`config.mk`:
```
export PLATFORM = sky130hd
export DESIGN_NAME = flash_word_spi
export DESIGN_NICKNAME = d
export VERILOG_FILES = /design/src/rtl/flash_spi_pkg.sv /design/src/rtl/fspi_word_fifo.sv /design/src/rtl/fspi_shift_engine.sv /design/src/rtl/flash_word_spi.sv
export SDC_FILE = /design/constraint.sdc
export NUM_CORES = 2
export LEC_CHECK = 0
export ABC_AREA = 0
export BUFFER_PORTS_ARGS = -buffer_cell sky130_fd_sc_hd__buf_2
export CAP_MARGIN = 25
export CELL_PAD_IN_SITES_DETAIL_PLACEMENT = 0
export CELL_PAD_IN_SITES_GLOBAL_PLACEMENT = 1
export CORE_MARGIN = 5
export CORE_UTILIZATION = 45
export DETAILED_ROUTE_END_ITERATION = 10
export PLACE_DENSITY = 0.68
export SLEW_MARGIN = 30
export SYNTH_ARGS = -nofsm -noshare
export SYNTH_HDL_FRONTEND = slang
export SYNTH_MEMORY_MAX_BITS = 65536
export SYNTH_SLANG_ARGS = --single-unit
```
`constraint.sdc`:
```
create_clock -name clk -period 7.7 [get_ports clk]
set_clock_uncertainty 0.05 [all_clocks]
set_input_delay 0.77 -clock clk [delete_from_list [all_inputs] [get_ports clk]]
set_output_delay 0.77 -clock clk [all_outputs]
set_load 0.1 [all_outputs]
```
`src/rtl/flash_spi_pkg.sv`:
```
package flash_spi_pkg;

    localparam logic [3:0] A_CFG     = 4'd0;
    localparam logic [3:0] A_ENABLE  = 4'd1;
    localparam logic [3:0] A_STATUS  = 4'd2;
    localparam logic [3:0] A_MSET    = 4'd3;
    localparam logic [3:0] A_MCLR    = 4'd4;
    localparam logic [3:0] A_MASK    = 4'd5;
    localparam logic [3:0] A_TX4     = 4'd6;
    localparam logic [3:0] A_TX1     = 4'd7;
    localparam logic [3:0] A_TX2     = 4'd8;
    localparam logic [3:0] A_TX3     = 4'd9;
    localparam logic [3:0] A_RXDATA  = 4'd10;
    localparam logic [3:0] A_TXTHR   = 4'd11;
    localparam logic [3:0] A_RXTHR   = 4'd12;

    localparam int CFG_DIV_LSB = 3;
    localparam int CFG_SEL_BIT = 10;
    localparam int CFG_FRC_BIT = 14;

    localparam int ST_RXOVF  = 0;
    localparam int ST_RXAV   = 1;
    localparam int ST_TXROOM = 2;
    localparam int ST_TXUND  = 3;
    localparam int ST_BITS   = 4;

    typedef struct packed {
        logic [1:0]  nb_m1;
        logic [31:0] data;
    } tx_entry_t;

endpackage

```
`src/rtl/fspi_word_fifo.sv`:
```
module fspi_word_fifo #(
    parameter int WIDTH = 32,
    parameter int DEPTH = 63,
    localparam int PW = $clog2(DEPTH),
    localparam int CW = $clog2(DEPTH + 1)
) (
    input  logic             clk,
    input  logic             rst_n,
    input  logic             push,
    input  logic [WIDTH-1:0] push_data,
    input  logic             pop,
    output logic [WIDTH-1:0] pop_data,
    output logic [CW-1:0]    count,
    output logic             full,
    output logic             empty
);

    typedef struct packed {
        logic [PW-1:0] rd;
        logic [PW-1:0] wr;
        logic [CW-1:0] cnt;
    } fifo_st_t;

    fifo_st_t q, d;
    logic [WIDTH-1:0] mem [DEPTH];
    logic push_ok, pop_ok;

    function automatic logic [PW-1:0] step(input logic [PW-1:0] p);
        return (p == PW'(DEPTH - 1)) ? '0 : p + 1'b1;
    endfunction

    assign full     = (q.cnt == CW'(DEPTH));
    assign empty    = (q.cnt == '0);
    assign count    = q.cnt;
    assign pop_data = mem[q.rd];
    assign push_ok  = push && !full;
    assign pop_ok   = pop && !empty;

    always_comb begin
        d = q;
        if (push_ok) d.wr = step(q.wr);
        if (pop_ok)  d.rd = step(q.rd);
        case ({push_ok, pop_ok})
            2'b10:   d.cnt = q.cnt + 1'b1;
            2'b01:   d.cnt = q.cnt - 1'b1;
            default: d.cnt = q.cnt;
        endcase
    end

    always_ff @(posedge clk or negedge rst_n) begin
        if (!rst_n) q <= '0;
        else        q <= d;
    end

    always_ff @(posedge clk) begin
        if (push_ok) mem[q.wr] <= push_data;
    end

endmodule

```
`src/rtl/fspi_shift_engine.sv`:
```
module fspi_shift_engine
    import flash_spi_pkg::*;
#(
    parameter int DIV_W = 3,
    localparam int HW = (1 << DIV_W)
) (
    input  logic             clk,
    input  logic             rst_n,
    input  logic             active,
    input  logic [DIV_W-1:0] div,
    input  logic             tx_valid,
    input  tx_entry_t        tx_entry,
    input  logic             miso,
    output logic             tx_pop,
    output logic             rx_push,
    output logic [31:0]      rx_word,
    output logic             sclk,
    output logic             mosi
);

    typedef struct packed {
        logic          run;
        logic          sclk;
        logic [HW-1:0] hcnt;
        logic [2:0]    bitn;
        logic [2:0]    left;
        logic [23:0]   rem;
        logic [7:0]    sh;
        logic [7:0]    rxb;
        logic [23:0]   acc;
    } eng_st_t;

    eng_st_t q, d;
    logic [HW-1:0] lim;

    assign lim     = (HW'(1) << div) - 1'b1;
    assign sclk    = q.sclk;
    assign mosi    = q.run ? q.sh[7] : 1'b0;
    assign rx_word = {q.rxb, q.acc};

    always_comb begin
        d       = q;
        tx_pop  = 1'b0;
        rx_push = 1'b0;
        if (!active) begin
            d.run  = 1'b0;
            d.sclk = 1'b0;
            d.hcnt = '0;
        end else if (!q.run) begin
            if (tx_valid) begin
                tx_pop = 1'b1;
                d.run  = 1'b1;
                d.sclk = 1'b0;
                d.hcnt = '0;
                d.bitn = '0;
                d.left = {1'b0, tx_entry.nb_m1} + 3'd1;
                d.sh   = tx_entry.data[7:0];
                d.rem  = tx_entry.data[31:8];
                d.acc  = '0;
            end
        end else if (q.hcnt != lim) begin
            d.hcnt = q.hcnt + 1'b1;
        end else begin
            d.hcnt = '0;
            d.sclk = !q.sclk;
            if (!q.sclk) begin
                d.rxb = {q.rxb[6:0], miso};
            end else if (q.bitn != 3'd7) begin
                d.bitn = q.bitn + 3'd1;
                d.sh   = {q.sh[6:0], 1'b0};
            end else begin
                d.bitn = '0;
                d.acc  = {q.rxb, q.acc[23:8]};
                if (q.left == 3'd1) begin
                    d.run   = 1'b0;
                    rx_push = 1'b1;
                end else begin
                    d.left = q.left - 3'd1;
                    d.sh   = q.rem[7:0];
                    d.rem  = {8'h00, q.rem[23:8]};
                end
            end
        end
    end

    always_ff @(posedge clk or negedge rst_n) begin
        if (!rst_n) q <= '0;
        else        q <= d;
    end

endmodule

```
`src/rtl/flash_word_spi.sv`:
```
module flash_word_spi
    import flash_spi_pkg::*;
#(
    parameter int FIFO_DEPTH = 63,
    parameter int DIV_W      = 3,
    localparam int CNT_W     = $clog2(FIFO_DEPTH + 1)
) (
    input  logic        clk,
    input  logic        rst_n,
    input  logic        bus_wr,
    input  logic        bus_rd,
    input  logic [3:0]  bus_addr,
    input  logic [31:0] bus_wdata,
    output logic [31:0] bus_rdata,
    output logic        irq,
    output logic        spi_sclk,
    output logic        spi_cs_n,
    output logic        spi_mosi,
    input  logic        spi_miso
);

    typedef struct packed {
        logic [DIV_W-1:0]   div;
        logic               sel;
        logic               frc;
        logic               en;
        logic               ovf;
        logic               und;
        logic [ST_BITS-1:0] mask;
        logic [CNT_W-1:0]   txthr;
        logic [CNT_W-1:0]   rxthr;
    } regs_t;

    regs_t r_q, r_d;

    tx_entry_t          tx_in, tx_head;
    logic               tx_push, tx_pop, tx_full, tx_empty;
    logic [CNT_W-1:0]   tx_count;
    logic [31:0]        rx_word, rx_head;
    logic               rx_push, rx_pop, rx_full, rx_empty;
    logic [CNT_W-1:0]   rx_count;
    logic               eng_active, ovf_clr, und_clr;
    logic [ST_BITS-1:0] stat_vec;
    logic [ST_BITS-1:0] mask_q;

    assign spi_cs_n   = !(r_q.frc && !r_q.sel);
    assign eng_active = r_q.en && !spi_cs_n;
    assign mask_q     = r_q.mask;

    always_comb begin
        tx_in.data = bus_wdata;
        case (bus_addr)
            A_TX1:   tx_in.nb_m1 = 2'd0;
            A_TX2:   tx_in.nb_m1 = 2'd1;
            A_TX3:   tx_in.nb_m1 = 2'd2;
            default: tx_in.nb_m1 = 2'd3;
        endcase
    end

    assign tx_push = bus_wr && (bus_addr >= A_TX4) && (bus_addr <= A_TX3);
    assign rx_pop  = bus_rd && (bus_addr == A_RXDATA);
    assign ovf_clr = bus_wr && (bus_addr == A_STATUS) && bus_wdata[ST_RXOVF];
    assign und_clr = bus_wr && (bus_addr == A_STATUS) && bus_wdata[ST_TXUND];

    always_comb begin
        stat_vec            = '0;
        stat_vec[ST_RXOVF]  = r_q.ovf;
        stat_vec[ST_RXAV]   = (rx_count >= r_q.rxthr);
        stat_vec[ST_TXROOM] = (tx_count < r_q.txthr);
        stat_vec[ST_TXUND]  = r_q.und;
    end

    assign irq = |(stat_vec & r_q.mask);

    always_comb begin
        r_d = r_q;
        if (bus_wr) begin
            case (bus_addr)
                A_CFG: begin
                    r_d.div = bus_wdata[CFG_DIV_LSB +: DIV_W];
                    r_d.sel = bus_wdata[CFG_SEL_BIT];
                    r_d.frc = bus_wdata[CFG_FRC_BIT];
                end
                A_ENABLE: r_d.en    = bus_wdata[0];
                A_MSET:   r_d.mask  = r_q.mask | bus_wdata[ST_BITS-1:0];
                A_MCLR:   r_d.mask  = r_q.mask & ~bus_wdata[ST_BITS-1:0];
                A_TXTHR:  r_d.txthr = bus_wdata[CNT_W-1:0];
                A_RXTHR:  r_d.rxthr = bus_wdata[CNT_W-1:0];
                default: ;
            endcase
        end
        if (ovf_clr) r_d.ovf = 1'b0;
        if (und_clr) r_d.und = 1'b0;
        if (rx_push && rx_full) r_d.ovf = 1'b1;
        if (eng_active && tx_empty) r_d.und = 1'b1;
    end

    always_ff @(posedge clk or negedge rst_n) begin
        if (!rst_n) begin
            r_q       <= '0;
            r_q.sel   <= 1'b1;
            r_q.txthr <= CNT_W'(1);
            r_q.rxthr <= CNT_W'(1);
        end else begin
            r_q <= r_d;
        end
    end

    always_comb begin
        bus_rdata = '0;
        case (bus_addr)
            A_CFG: begin
                bus_rdata[CFG_DIV_LSB +: DIV_W] = r_q.div;
                bus_rdata[CFG_SEL_BIT]          = r_q.sel;
                bus_rdata[CFG_FRC_BIT]          = r_q.frc;
            end
            A_ENABLE: bus_rdata[0]                 = r_q.en;
            A_STATUS: bus_rdata[ST_BITS-1:0]       = stat_vec;
            A_MASK:   bus_rdata[ST_BITS-1:0]       = r_q.mask;
            A_RXDATA: bus_rdata                    = rx_empty ? 32'h0 : rx_head;
            A_TXTHR:  bus_rdata[CNT_W-1:0]         = r_q.txthr;
            A_RXTHR:  bus_rdata[CNT_W-1:0]         = r_q.rxthr;
            default: ;
        endcase
    end

    fspi_word_fifo #(.WIDTH($bits(tx_entry_t)), .DEPTH(FIFO_DEPTH)) u_txf (
        .clk(clk), .rst_n(rst_n),
        .push(tx_push), .push_data(tx_in),
        .pop(tx_pop), .pop_data(tx_head),
        .count(tx_count), .full(tx_full), .empty(tx_empty)
    );

    fspi_word_fifo #(.WIDTH(32), .DEPTH(FIFO_DEPTH)) u_rxf (
        .clk(clk), .rst_n(rst_n),
        .push(rx_push), .push_data(rx_word),
        .pop(rx_pop), .pop_data(rx_head),
        .count(rx_count), .full(rx_full), .empty(rx_empty)
    );

    fspi_shift_engine #(.DIV_W(DIV_W)) u_eng (
        .clk(clk), .rst_n(rst_n),
        .active(eng_active), .div(r_q.div),
        .tx_valid(!tx_empty), .tx_entry(tx_head),
        .miso(spi_miso),
        .tx_pop(tx_pop), .rx_push(rx_push), .rx_word(rx_word),
        .sclk(spi_sclk), .mosi(spi_mosi)
    );

endmodule

```
==> impl_metrics.csv <==
group,metric,value,unit
outcome,status,"complete, no violations",
clocking,cts_root_buf,"clkbuf_16",
synthesis,syn_avg_cell_area,21.9,um^2
clocking,htreeDepth,5,
worst_setup_path,crit_fanout,33,
timing,hold_viol,0,
synthesis,synthesis.nets,7674,
grt,grt_max_degree,126,
worst_setup_path,r2r_start,"r_q[23]$_DFFE_PN0P_",
worst_setup_path,critPathLaunchType,"register",
power_and_ir_drop,power_density,302,mW/mm^2
floorplan,core_area,0.369,mm^2
min_path,hp-class,"primary input to register",
timing,rsz0062_at_grt,"no",
grt,grt-ovfl-total,0,
worst_setup_path,crit_slowest_cell,"dfrtp_4",
detailed_routing,wl_per_cell,32.7,um
detailed_routing,drc,0,
cells_and_area,nets,8053,
timing,max_freq,0.161,GHz
synthesis,synth_seq_cells,4298,
power_and_ir_drop,ir_worst_vdd,260,uV
clocking,cts_resized,0,
min_path,hold_depth,4,
cells_and_area,stdcell_count,13300,
synthesis,synth_top_area_frac,0.749,
cells_and_area,seqCellArea,0.128,mm^2
detailed_routing,firstDrtPassIters,6,
place,numPortBuffers,76,
power_and_ir_drop,total_power,57.3,mW
floorplan,initial_core_util,0.452,
place,globalplace.congestion,0.808,
worst_setup_path,critical_path.max_stage_delay,0.80,ns
min_path,worstHoldStart,"bus_wr",
cells_and_area,drive_gt1_frac,0.285,
synthesis,post_synth_main_area_contributors,"edfxtp_1 (75%), mux4_2 (15%), dfrtp_1 (2.1%)",
detailed_routing,drtIter0Drc,9407,
worst_setup_path,critical_path_buf_inv_count,3,
worst_setup_path,worst_r2r_path_depth,16,
floorplan,ios,77,
cells_and_area,multi_input_area,0.0372,mm^2
cells_and_area,syn_to_final_growth,13.7,%
timing,period_share,0.806,
worst_setup_path,r2r-end,"u_rxf.count[4]$_DFFE_PN0P_",
clocking,cts_buffers,435,
synthesis,synth-main-ff-cell,"edfxtp_1",
detailed_routing,vias,80900,
synthesis,syn-cell-area,0.167,mm^2
clocking,clk_pin_slew,0.06,ns
synthesis,yosysSeqAreaShare,0.770,
synthesis,yosys.area.top_type,"edfxtp_1",
detailed_routing,wl,435,mm
cells_and_area,final_area,0.189,mm^2
worst_setup_path,cp.arrival,5.38,ns
grt,grt_use_total,0.224,
timing,timing_worst_slew_pin_value,1.08,ns
worst_setup_path,crit_chain,"buf_12 > buf_4 > mux4_2 > mux4_2 > nand2_1 > a21oi_1 > a211oi_1 > o21ai_0 > buf_2",
timing,fin_crit,6.20,ns
floorplan,fp.dieW,619,um
clocking,clock_path_buffers,4,
cells_and_area,fill_cells,28800,
worst_setup_path,crit_type,"register to output port",
timing,setup_tns,0,ns
clocking,cts_tree,"built",
power_and_ir_drop,p_leak,55.3,nW
synthesis,synth_cell_types,82,
grt,grt_pass1_wl,617,mm
floorplan,placementRows,223,
place,dpl.cell_count,12500,
floorplan,die-area,0.383,mm^2
detailed_routing,routed_via_density,6.09,
worst_setup_path,required,6.88,ns
worst_setup_path,crit_family,"buffers and inverters",
worst_setup_path,cp-end-kind,"output port",
min_path,hold-path-endpoint,"r_q[17]$_DFFE_PN0P_",
detailed_routing,postRouteAntennaNets,0,
timing,drv_slew,0,
clocking,insertion_delay,0.96,ns
timing,relSlewSlack,0.280,
grt,antenna_found_initial,17,
grt,grt_pass1_vias,82300,
place,placed_area,0.175,mm^2
synthesis,synth_edf_count,4158,
synthesis,syn_inst,7598,
synthesis,synthArstFlopShare,0.0326,
timing,setup_viol,0,
place,hpwlAfterDp,245,mm
job,timing.max_cap.violations,0,
worst_setup_path,worst_path_most_repeated_cell,"mux4_2",
synthesis,yosysWarnings,0,
clocking,clock_sinks,4298,
floorplan,die_h,619,um
worst_setup_path,rrSetupSlack,2.18,ns
[per-layer routing]
layer  routed length (um)  share of wire  global-route usage  vias to the layer above
li1                     -              -                   -                    32900
met4                15400          0.035              0.0714                        2
met5                   13       0.000030                   0                        -
met1               169000           0.39               0.302                    43800
met3                29600          0.068              0.0298                      731
met2               221000           0.51               0.381                     3444
[power by group]
part / total (mW) / internal (mW) / switching [mW]
clock network: 20.9 / 12.1 / 8.78
registers: 26.2 / 25.7 / 0.453
logic: 10.2 / 4.53 / 5.72
total: 57.3 / 42.3 / 14.9
[flip-flops by register name, summed over array words and instances, names as in the netlist, named ones only]
| register | count |
|---|---|
| u_txf.count | 6 |
| u_eng.q | 47 |
| u_eng.rx_word | 32 |
| u_eng.sclk | 1 |
| u_txf.q | 12 |
| u_rxf.q | 12 |
| r_q | 20 |
| u_rxf.count | 6 |
| u_rxf.mem | 2016 |
| u_txf.mem | 2142 |
[cell families after synthesis]
family                     Yosys count  synth area share
adders and majority gates           35           0.00267
xor gates and xnor gates            21           0.00110
and+or+nand+nor                    741            0.0213
DFF                               4298             0.770
buffers and inverters              478            0.0118
AOI/OAI and AO/OA                  598            0.0244
muxes                             1427             0.168
[how the worst max path moves through the flow]
stage,startpoint,end,slack (ns),cells after the start
2_1_floorplan,r_q[23]$_DFFE_PN0P_,u_rxf.mem[60][0]$_DFFE_PP_,1.76,11
3_3_place_gp,r_q[23]$_DFFE_PN0P_,u_rxf.count[4]$_DFFE_PN0P_,2.15,16
3_5_place_dp,r_q[23]$_DFFE_PN0P_,u_rxf.count[4]$_DFFE_PN0P_,2.27,16
4_1_cts,u_rxf.q[12]$_DFFE_PN0P_,bus_rdata[29],1.59,7
5_1_grt,u_rxf.q[13]$_DFFE_PN0P_,bus_rdata[4],1.46,9
6_report,u_rxf.q[13]$_DFFE_PN0P_,bus_rdata[4],1.50,9
[worst min-delay path: stages]
cell and delay (ns):
buf_2 0.16, nand3_1 0.08, nand2_1 0.05, nand2_1 0.04
[cell type report]
cell class | instances | share of cell area
clock inverter | 262 | 0.0133
antenna | 5 | 0.0000660
tap | 4950 | 0.0327
timing repair buffer | 378 | 0.0174
sequential | 4298 | 0.678
multi-input combinational | 2822 | 0.196
clock buffer | 534 | 0.0614
inverter | 42 | 0.000918
[cells in the final DEF, fill, tap and decap left out, types with 92 or more instances in the layout]
| cell type | instances |
|---|---|
| mux4_2 | 1095 |
| o21ai_0 | 123 |
| mux2i_1 | 270 |
| buf_4 | 270 |
| a21oi_1 | 92 |
| dfrtp_1 | 99 |
| clkbuf_16 | 445 |
| edfxtp_1 | 4158 |
| nand2_1 | 244 |
| clkinv_1 | 93 |
[synth_stat cells, types with 19 or more instances]
| cell type | instances |
|---|---|
| mux4_2 | 1095 |
| o22ai_1 | 55 |
| a31oi_1 | 27 |
| edfxtp_1 | 4158 |
| nor2_1 | 141 |
| buf_2 | 100 |
| nand2b_1 | 19 |
| a32o_1 | 28 |
| and2_1 | 24 |
| nor3_1 | 89 |
| a211oi_1 | 36 |
| clkbuf_1 | 212 |
| ha_1 | 34 |
| nor2b_1 | 39 |
| dfrtp_1 | 137 |
| nand4_1 | 21 |
| nand2_1 | 246 |
| nand3_1 | 75 |
| o211ai_1 | 34 |
| mux2_2 | 62 |
| o21ai_0 | 127 |
| inv_1 | 38 |
| a21oi_1 | 92 |
| buf_1 | 114 |
| a22oi_1 | 59 |
| mux2i_1 | 270 |
| or3_1 | 19 |
[per-stage QoR]
step | util | setup WS, ns | hold slack [ns]
3_3_place_gp | 0.473 | 2.15 | 0.423
5_1_grt | 0.514 | 1.46 | 0.138
4_1_cts | 0.513 | 1.59 | 0.0656
3_5_place_dp | 0.475 | 2.27 | 0.429
6_report | 0.514 | 1.50 | 0.150
2_1_floorplan | - | 1.76 | 0.391
[timing repair]
action | in CTS | in global routing
hold buffers | 1 | 0
setup buffers | 0 | 0
endpoints found under the hold margin | 68 | 0
No activity file was read; power rests on OpenSTA's default activity.
